<file path="src/rtl/rf_pkg.sv">
package rf_pkg;
  localparam int IDX_W    = 4;
  localparam int ARCH_N   = 1 << IDX_W;
  localparam int PC_IDX   = ARCH_N - 1;
  localparam int SP_IDX   = ARCH_N - 3;
  localparam int LR_IDX   = ARCH_N - 2;
  localparam int FIQ_LO   = 8;
  localparam int FIQ_N    = 5;
  localparam int EXC_N    = 5;
  localparam int FIQ_BANK = 0;
  localparam int FIQ_BASE = ARCH_N;
  localparam int EXC_BASE = FIQ_BASE + FIQ_N;
  localparam int PHYS_N   = EXC_BASE + 2 * EXC_N;
  localparam int PHYS_W   = $clog2(PHYS_N);
  localparam int BANK_W   = $clog2(EXC_N);

  typedef enum logic [4:0] {
    MODE_USR = 5'b10000,
    MODE_FIQ = 5'b10001,
    MODE_IRQ = 5'b10010,
    MODE_SVC = 5'b10011,
    MODE_ABT = 5'b10111,
    MODE_UND = 5'b11011,
    MODE_SYS = 5'b11111
  } mode_e;

  typedef struct packed {
    logic              valid;
    logic [BANK_W-1:0] bank;
  } bank_sel_t;

  // Exception bank owned by a mode; valid=0 for user, system and unknown codes.
  function automatic bank_sel_t bank_of(input logic [4:0] m);
    bank_sel_t s;
    s.valid = 1'b1;
    case (m)
      MODE_FIQ: s.bank = BANK_W'(0);
      MODE_IRQ: s.bank = BANK_W'(1);
      MODE_SVC: s.bank = BANK_W'(2);
      MODE_ABT: s.bank = BANK_W'(3);
      MODE_UND: s.bank = BANK_W'(4);
      default: begin
        s.valid = 1'b0;
        s.bank  = '0;
      end
    endcase
    return s;
  endfunction
endpackage

</file>
<file path="src/rtl/rf_index_map.sv">
module rf_index_map
  import rf_pkg::*;
(
  input  logic [4:0]        mode_i,
  input  logic [IDX_W-1:0]  idx_i,
  output logic [PHYS_W-1:0] phys_o
);
  bank_sel_t sel;
  logic      in_fiq_hi;
  logic      is_sp_lr;

  assign sel       = bank_of(mode_i);
  assign in_fiq_hi = sel.valid && (sel.bank == BANK_W'(FIQ_BANK)) &&
                     (idx_i >= IDX_W'(FIQ_LO)) && (idx_i < IDX_W'(FIQ_LO + FIQ_N));
  assign is_sp_lr  = (idx_i == IDX_W'(SP_IDX)) || (idx_i == IDX_W'(LR_IDX));

  always_comb begin
    phys_o = PHYS_W'(idx_i);
    if (idx_i == IDX_W'(PC_IDX)) begin
      phys_o = PHYS_W'(PC_IDX);
    end else if (in_fiq_hi) begin
      phys_o = PHYS_W'(FIQ_BASE) + PHYS_W'(idx_i - IDX_W'(FIQ_LO));
    end else if (sel.valid && is_sp_lr) begin
      phys_o = PHYS_W'(EXC_BASE) + PHYS_W'({sel.bank, 1'b0})
             + PHYS_W'(idx_i == IDX_W'(LR_IDX));
    end
  end

  always_comb begin

    if (idx_i == IDX_W'(PC_IDX)) pc_unbanked_chk: assert (phys_o == PHYS_W'(PC_IDX));

    if (!sel.valid) shared_identity_chk: assert (phys_o == PHYS_W'(idx_i));

    if (sel.valid && is_sp_lr) private_pair_chk: assert (phys_o >= PHYS_W'(EXC_BASE));
  end
endmodule

</file>
<file path="src/rtl/rf_gpr_store.sv">
module rf_gpr_store
  import rf_pkg::*;
#(
  parameter int DATA_W = 32,
  parameter int N_RD   = 2
) (
  input  logic              clk,
  input  logic              rst_n,
  input  logic [PHYS_W-1:0] rd_phys_i [N_RD],
  output logic [DATA_W-1:0] rd_data_o [N_RD],
  input  logic              wa_en_i,
  input  logic [PHYS_W-1:0] wa_phys_i,
  input  logic [DATA_W-1:0] wa_data_i,
  input  logic              wb_en_i,
  input  logic [PHYS_W-1:0] wb_phys_i,
  input  logic [DATA_W-1:0] wb_data_i
);
  logic [PHYS_N-1:0][DATA_W-1:0] mem_q;

  always_ff @(posedge clk or negedge rst_n) begin
    if (!rst_n) begin
      mem_q <= '0;
    end else begin
      for (int k = 0; k < PHYS_N; k++) begin
        if (wb_en_i && wb_phys_i == PHYS_W'(k))      mem_q[k] <= wb_data_i;
        else if (wa_en_i && wa_phys_i == PHYS_W'(k)) mem_q[k] <= wa_data_i;
      end
    end
  end

  for (genvar p = 0; p < N_RD; p++) begin : g_rd
    assign rd_data_o[p] = mem_q[rd_phys_i[p]];
  end


  wa_lands_chk: assert property (@(posedge clk) disable iff (!rst_n)
    (wa_en_i && !(wb_en_i && wb_phys_i == wa_phys_i)) |=> mem_q[$past(wa_phys_i)] == $past(wa_data_i));

  wb_wins_chk: assert property (@(posedge clk) disable iff (!rst_n)
    wb_en_i |=> mem_q[$past(wb_phys_i)] == $past(wb_data_i));
endmodule

</file>
<file path="src/rtl/rf_saved_bank.sv">
module rf_saved_bank
  import rf_pkg::*;
#(
  parameter int DATA_W = 32
) (
  input  logic              clk,
  input  logic              rst_n,
  input  logic [4:0]        cur_mode_i,
  input  logic              wr_en_i,
  input  logic [DATA_W-1:0] wr_data_i,
  output logic [DATA_W-1:0] rd_data_o,
  input  logic              cp_en_i,
  input  logic [4:0]        cp_mode_i,
  input  logic [DATA_W-1:0] cp_data_i
);
  bank_sel_t cur_sel;
  bank_sel_t cp_sel;
  logic [EXC_N-1:0][DATA_W-1:0] sv_q;

  assign cur_sel = bank_of(cur_mode_i);
  assign cp_sel  = bank_of(cp_mode_i);

  always_ff @(posedge clk or negedge rst_n) begin
    if (!rst_n) begin
      sv_q <= '0;
    end else begin
      for (int k = 0; k < EXC_N; k++) begin
        if (cp_en_i && cp_sel.valid && cp_sel.bank == BANK_W'(k))
          sv_q[k] <= cp_data_i;
        else if (wr_en_i && cur_sel.valid && cur_sel.bank == BANK_W'(k))
          sv_q[k] <= wr_data_i;
      end
    end
  end

  assign rd_data_o = cur_sel.valid ? sv_q[cur_sel.bank] : '0;


  no_target_keep_chk: assert property (@(posedge clk) disable iff (!rst_n)
    (!cur_sel.valid && !(cp_en_i && cp_sel.valid)) |=> $stable(sv_q));

  cp_sv_wins_chk: assert property (@(posedge clk) disable iff (!rst_n)
    (cp_en_i && cp_sel.valid) |=> sv_q[$past(cp_sel.bank)] == $past(cp_data_i));
endmodule

</file>
<file path="src/rtl/banked_regfile.sv">
module banked_regfile
  import rf_pkg::*;
#(
  parameter int DATA_W = 32
) (
  input  logic              clk,
  input  logic              rst_n,
  input  logic [4:0]        mode_i,
  input  logic [3:0]        rd_a_idx,
  output logic [DATA_W-1:0] rd_a_data,
  input  logic [3:0]        rd_b_idx,
  output logic [DATA_W-1:0] rd_b_data,
  input  logic              wr_en,
  input  logic [3:0]        wr_idx,
  input  logic [DATA_W-1:0] wr_data,
  input  logic              sv_wr_en,
  input  logic [DATA_W-1:0] sv_wr_data,
  output logic [DATA_W-1:0] sv_rd_data,
  input  logic              cp_en,
  input  logic [4:0]        cp_mode,
  input  logic [DATA_W-1:0] cp_lr_data,
  input  logic [DATA_W-1:0] cp_sv_data
);
  localparam int N_RD  = 2;
  localparam int N_MAP = N_RD + 2;   // read ports, ordinary write, copy link

  logic [4:0]        map_mode [N_MAP];
  logic [IDX_W-1:0]  map_idx  [N_MAP];
  logic [PHYS_W-1:0] map_phys [N_MAP];
  logic [PHYS_W-1:0] rd_phys  [N_RD];
  logic [DATA_W-1:0] rd_data  [N_RD];

  assign map_mode[0] = mode_i;  assign map_idx[0] = rd_a_idx;
  assign map_mode[1] = mode_i;  assign map_idx[1] = rd_b_idx;
  assign map_mode[2] = mode_i;  assign map_idx[2] = wr_idx;
  assign map_mode[3] = cp_mode; assign map_idx[3] = IDX_W'(LR_IDX);

  for (genvar i = 0; i < N_MAP; i++) begin : g_map
    rf_index_map u_map (
      .mode_i (map_mode[i]),
      .idx_i  (map_idx[i]),
      .phys_o (map_phys[i])
    );
  end

  for (genvar p = 0; p < N_RD; p++) begin : g_rdp
    assign rd_phys[p] = map_phys[p];
  end

  rf_gpr_store #(.DATA_W(DATA_W), .N_RD(N_RD)) u_store (
    .clk       (clk),
    .rst_n     (rst_n),
    .rd_phys_i (rd_phys),
    .rd_data_o (rd_data),
    .wa_en_i   (wr_en),
    .wa_phys_i (map_phys[2]),
    .wa_data_i (wr_data),
    .wb_en_i   (cp_en),
    .wb_phys_i (map_phys[3]),
    .wb_data_i (cp_lr_data)
  );

  assign rd_a_data = rd_data[0];
  assign rd_b_data = rd_data[1];

  rf_saved_bank #(.DATA_W(DATA_W)) u_saved (
    .clk        (clk),
    .rst_n      (rst_n),
    .cur_mode_i (mode_i),
    .wr_en_i    (sv_wr_en),
    .wr_data_i  (sv_wr_data),
    .rd_data_o  (sv_rd_data),
    .cp_en_i    (cp_en),
    .cp_mode_i  (cp_mode),
    .cp_data_i  (cp_sv_data)
  );


  pc_same_port_chk: assert property (@(posedge clk) disable iff (!rst_n)
    (rd_a_idx == 4'd15 && rd_b_idx == 4'd15) |-> rd_a_data == rd_b_data);
endmodule

</file>
<file path="config.mk">
export PLATFORM = sky130hd
export DESIGN_NAME = banked_regfile
export DESIGN_NICKNAME = d
export VERILOG_FILES = /design/src/rtl/rf_pkg.sv /design/src/rtl/rf_index_map.sv /design/src/rtl/rf_gpr_store.sv /design/src/rtl/rf_saved_bank.sv /design/src/rtl/banked_regfile.sv
export SDC_FILE = /design/constraint.sdc
export NUM_CORES = 2
export LEC_CHECK = 0
export BUFFER_PORTS_ARGS = -buffer_cell sky130_fd_sc_hd__buf_2
export CORE_ASPECT_RATIO = 1.2
export CORE_UTILIZATION = 28
export CTS_CLUSTER_SIZE = 40
export DETAILED_ROUTE_END_ITERATION = 8
export SLEW_MARGIN = 20
export SYNTH_ARGS = -nofsm -noshare
export SYNTH_HDL_FRONTEND = slang
export SYNTH_SLANG_ARGS = --single-unit
</file>
<file path="constraint.sdc">
create_clock -name clk -period 4.4 [get_ports clk]
set_clock_uncertainty 0.1 [all_clocks]
set_input_delay 0.22 -clock clk [delete_from_list [all_inputs] [get_ports clk]]
set_output_delay 0.22 -clock clk [all_outputs]
set_load 0.1 [all_outputs]
</file>
* After elaboration in Yosys (flattened, before gate mapping)
Cells that the tools add are included.
Word-level totals: register bits after elaboration 1152, input bits 155, logic and storage cells 366
Operators by class: multiplexer cells 93, $add $sub $neg 12, equal/unequal tests 87, reductions and logical operators 129, magnitude comparators 9
Operators by type and width (number):
- $mux 32 | 76
- $bmux 32 s5 | 2
- $eq 5x5->1 const B | 40
- $bmux 32 s3 | 1
- $logic_and 1x1->1 | 84
- $eq 5x4->1 const B | 16
- $reduce_bool 2->1 | 36
- $mux 5 | 10
- $eq 5x3->1 const B | 8
- $eq 4x4->1 const B | 9
- $pmux 3 s4 | 2
- $eq 5x2->1 const B | 4
- $add 5x1->5 | 3
- $add 5x5->5 const A | 3
- $sub 4x4->5 const B | 3
- $eq 3x2->1 const B | 4
- $ge 4x4->1 const B | 3
- $lt 4x4->1 const B | 3
- $lt 5x6->1 const B | 2
- $add 5x4->5 const A | 2
- $eq 5x1->1 const B | 2
- $logic_not 5->1 | 2
- $reduce_or 5->1 | 2
- $eq 3x1->1 const B | 2
- other kinds (6) | 11

* Logic depth before layout (Yosys ltp)
depth after elaboration 12, depth in mapped cells 18, gate-level depth less buffers 13

* Hierarchy
Synthesis repeated with hierarchy kept, for this count alone.
Unflattened totals: cells, all modules 6991, area total of the unflattened synthesis 71403.5 um^2
Modules (own cells, without submodules):
- rf_gpr_store | area an instance 61925.6 um^2, cells an instance 5981, times used 1
- rf_saved_bank | area an instance 8544.4 um^2, cells an instance 884, times used 1
- rf_index_map | area an instance 231.5 um^2, cells an instance 31, times used 4
- banked_regfile | area an instance 7.5 um^2, cells an instance 2, times used 1

* Least setup slack after synthesis
OpenSTA, ideal clock, no wires.
path type input to output, from input mode_i[3], to output rd_b_data[31], stages on the path 18, slack -2103 ps, data arrival time 6183 ps, cells stage by stage buf_2 nand4b_1 inv_1 nand2_1 clkbuf_1 nand2_1 ha_1 and4b_1 o211ai_1 and3_1 clkbuf_1 nor2_1 buf_2 clkbuf_1 nand2_1 nand3_1 a31oi_1 nor4_1
Between the ends: word-level cells in the longest chain between the ends 10
RTL lines:
- from (decl) | line banked_regfile.sv:8 | input logic [4:0] mode_i,
- branches (longest 6 deep; another with $add 5x4->5)
- $mux 5 * | line rf_index_map.sv:21 | end else if (in_fiq_hi) begin
- $mux 5 * | line rf_index_map.sv:19 | if (idx_i == IDX_W'(PC_IDX)) begin
- $bmux 32 s5 * | line rf_gpr_store.sv:32 | assign rd_data_o[p] = mem_q[rd_phys_i[p]];
- $mux 32 (implied by the code) * | line rf_gpr_store.sv:32
- to (decl) | line banked_regfile.sv:12 | output logic [DATA_W-1:0] rd_b_data,
Mark *: on every way between the ends. The select of a mux whose other input is x is not followed.

* Worst setup path after layout
from input mode_i[0], to output rd_b_data[14]
Same word-level chain as after synthesis.

==> impl_metrics.ini <==
[detailed_routing]
route.met3.wl_um = 31400
met1_length_um = 111900
wl_per_cell_um = 26.38
topRoutingLayerUsed = met5
finalWirelength_um = 288700
drtIter0Drc = 8652
drcViolationCount = 0
met2_length_um = 126500
viasPerCell = 5.751
firstDrtPassIters = 8
vias = 62950
final_antenna_net_count = 0

[timing]
finalCritPeriodShare = 0.9860
fmax_mhz = 230.5
rsz0062_at_grt = no
worst_slew_pin_slew_ns = 1.085
relSlewSlack = 0.2749
maxSlewViolCount = 0
timing.hold.ws_ns = 0.1212
setup_viol = 0
fin_crit_ns = 4.338
hold_violations = 0
tns_ns = 0

[logic_synthesis]
synth_top_area_frac = 0.4407
synth_area_leaders = dfrtp_1 (44%), nand2_1 (13%), mux2_2 (11%), nand3_1 (5.3%), mux2i_1 (4.0%)
synth-seq-cells = 1152
synthCells = 7659
synthArstFlopShare = 1.000
syn_nets = 7824
ys.flop_type = dfrtp_1
synth_edf_count = 0
avgSynthCellArea_um2 = 8.540
yosysWarningCount = 0
syn_area_um2 = 65410
yosys-top-cells-count = nand2_1 (2,216), dfrtp_1 (1,152), nand3_1 (689), mux2_2 (651), clkbuf_1 (465)
synth_cell_types = 79
seq_area_frac_synth = 0.4407
yosys.area.top_type = dfrtp_1
synth.most_common_cell = nand2_1

[floorplanning]
dieWidth_um = 443.2
dieArea_um2 = 235600
die_y_um = 531.5
top_level_ports = 251
rows = 194
core_area_um2 = 232500
initial_core_util = 0.2813

[cts]
cts_sinks = 1152
cts_root_buf = clkbuf_16
clk_latency_ns = 0.78
cts_buffers = 144
clockBufferDepth = 4
tritoncts = done
htreeDepth = 4
path_clk_slew_ns = 0.06

[place]
placed_area_um2 = 72510
dp_hpwl_um = 171100
gp_congestion = 0.8865
io_buffers = 250

[pwr]
comb_power_share = 0.233
p_per_area_nw_per_um2 = 428.9
switching_share = 0.3300
seqPwrFrac = 0.414
leakagePower_uw = 0.03467
clkPwrFrac = 0.353
p_switching_uw = 11240
p_int_uw = 22820
power_uw = 34050
peakVddDrop_mv = 0.3264

[layout]
drive_above_1_share = 0.1969
nets = 7958
synthToLayoutAreaGrowth_pct = 21.39
final_area_um2 = 79400
nFillCells = 23400

[global_routing]
grt.total_usage = 0.2360
grt-ovfl-total = 0
grt_first_pass_wirelength_um = 418100
grt_max_degree = 114
first_global_vias = 60620
antenna_found_initial = 38

[setup_path]
crit_required_ns = 4.08
cp-start-kind = input port
worstPathArrival_ns = 4.02
end_kind = output pin
worstSetupPathType = in -> out
crit_fanout = 10

[outcome]
status = finished, final reports clean

[run]
cap_violations = 0

[hold_path]
hold_class = in -> reg
[cells in the final DEF, fill, tap and decap left out, types with 6 or more instances in the layout]
cell,instances
nor2_1,366
a41oi_1,61
diode_2,16
dfrtp_1,1152
o21ai_0,141
bufinv_16,8
inv_1,10
nand4_1,164
nor2b_1,12
buf_2,185
mux2_1,56
mux2i_1,264
clkbuf_8,29
clkinv_2,23
nor2_4,13
and2_2,11
nand2_2,20
nand3_4,6
clkbuf_16,149
a211oi_1,95
clkbuf_1,24
o22ai_1,64
dlygate4sd3_1,197
nand3_1,683
nor4_1,21
ha_1,10
nand2b_1,7
a21oi_1,269
a31oi_1,292
a22oi_1,33
a311oi_4,30
mux2_2,651
buf_4,196
a221o_1,33
and3_1,98
nand2_1,2194
nor4_2,12
buf_12,149
nor3_1,36
[cells by family after synthesis]
family	Yosys count	synth area share
buffers and inverters	761	0.04834
muxes	974	0.1630
adders and majority gates	10	0.001913
AOI/OAI and AO/OA	1064	0.1035
and+or+nand+nor	3690	0.2415
xor gates and xnor gates	8	0.001071
DFF	1152	0.4407
[per-stage QoR]
stage                     cells  setup slack, ns    util
after detailed placement  10480         -0.05572  0.3118
after floorplan            7659         -0.02091       -
final                     10950          0.06167  0.3415
after CTS                 10920          0.03088  0.3404
after global routing      10940         0.009147  0.3414
after global placement    10480          -0.1655  0.3118
[worst paths after layout]
kind / endpoint / depth (start not counted) / slack (ns) / startpoint
worst max register to register: u_saved.sv_q[94]$_DFFE_PN0P_ / 3 / 2.97 / u_saved.sv_q[94]$_DFFE_PN0P_
worst min register to register: u_store.mem_q[539]$_DFFE_PN0P_ / 2 / 0.40 / u_store.mem_q[539]$_DFFE_PN0P_
worst max-delay path: rd_b_data[14] / 14 / 0.06 / mode_i[0]
max in group asynchronous: u_store.mem_q[124]$_DFFE_PN0P_ / 5 / 2.31 / rst_n
min in group asynchronous: u_store.mem_q[179]$_DFFE_PN0P_ / 3 / 0.39 / rst_n
worst min-delay path: u_store.mem_q[449]$_DFFE_PN0P_ / 6 / 0.12 / cp_mode[4]
[sequential cells by signal, summed over array words and instances (netlist names)]
| signal | count |
|---|---|
| u_saved.sv_q | 160 |
| u_store.mem_q | 992 |
[power groups by stage]
stage	clock, uW	combinational [uW]	sequential, uW
6_report	12000	7920	14100
5_1_grt	12600	8530	14300
4_1_cts	12200	7850	14000
3_5_place_dp	0	7590	14200
3_3_place_gp	0	7430	14100
2_1_floorplan	0	5190	13800
[area by class of cell]
class	count	area, um2	area share
diodes	16	40.04	0.0005042
multi-input cells	5746	34490	0.4344
inverters	13	51.30	0.0006461
flip-flops and latches	1152	28830	0.3631
well taps	3038	3801	0.04787
repair buffers	736	7547	0.09505
clock inverters	46	504.2	0.006350
clock buffers	199	4143	0.05217
[layer usage]
layer / up-vias / track usage
met4: 34 / 0.1349
met2: 4067 / 0.3589
met5: - / 0
met1: 30820 / 0.3032
li1: 26970 / -
met3: 1053 / 0.05968
[worst max-delay path, stage by stage]
cell and delay (ns):
buf_2 0.12, buf_4 0.17, nand2_1 0.07, nor3_2 0.35, ha_1 0.27, nand2_1 0.08, xnor2_1 0.14, o41ai_2 0.48
buf_4 0.29, nand2b_2 0.30, a21oi_1 0.59, nor4_1 0.22, a311oi_4 0.46, buf_12 0.24
[what timing repair did]
item,in CTS,in global routing
setup endpoints to repair,4,26
pin swaps,1,4
cloned,0,3
hold buffers,196,1
gates resized for setup,6,13
hold endpoints to repair,1189,38
buffers inserted,0,3
Note: power is estimated with default switching activity, not from simulation.
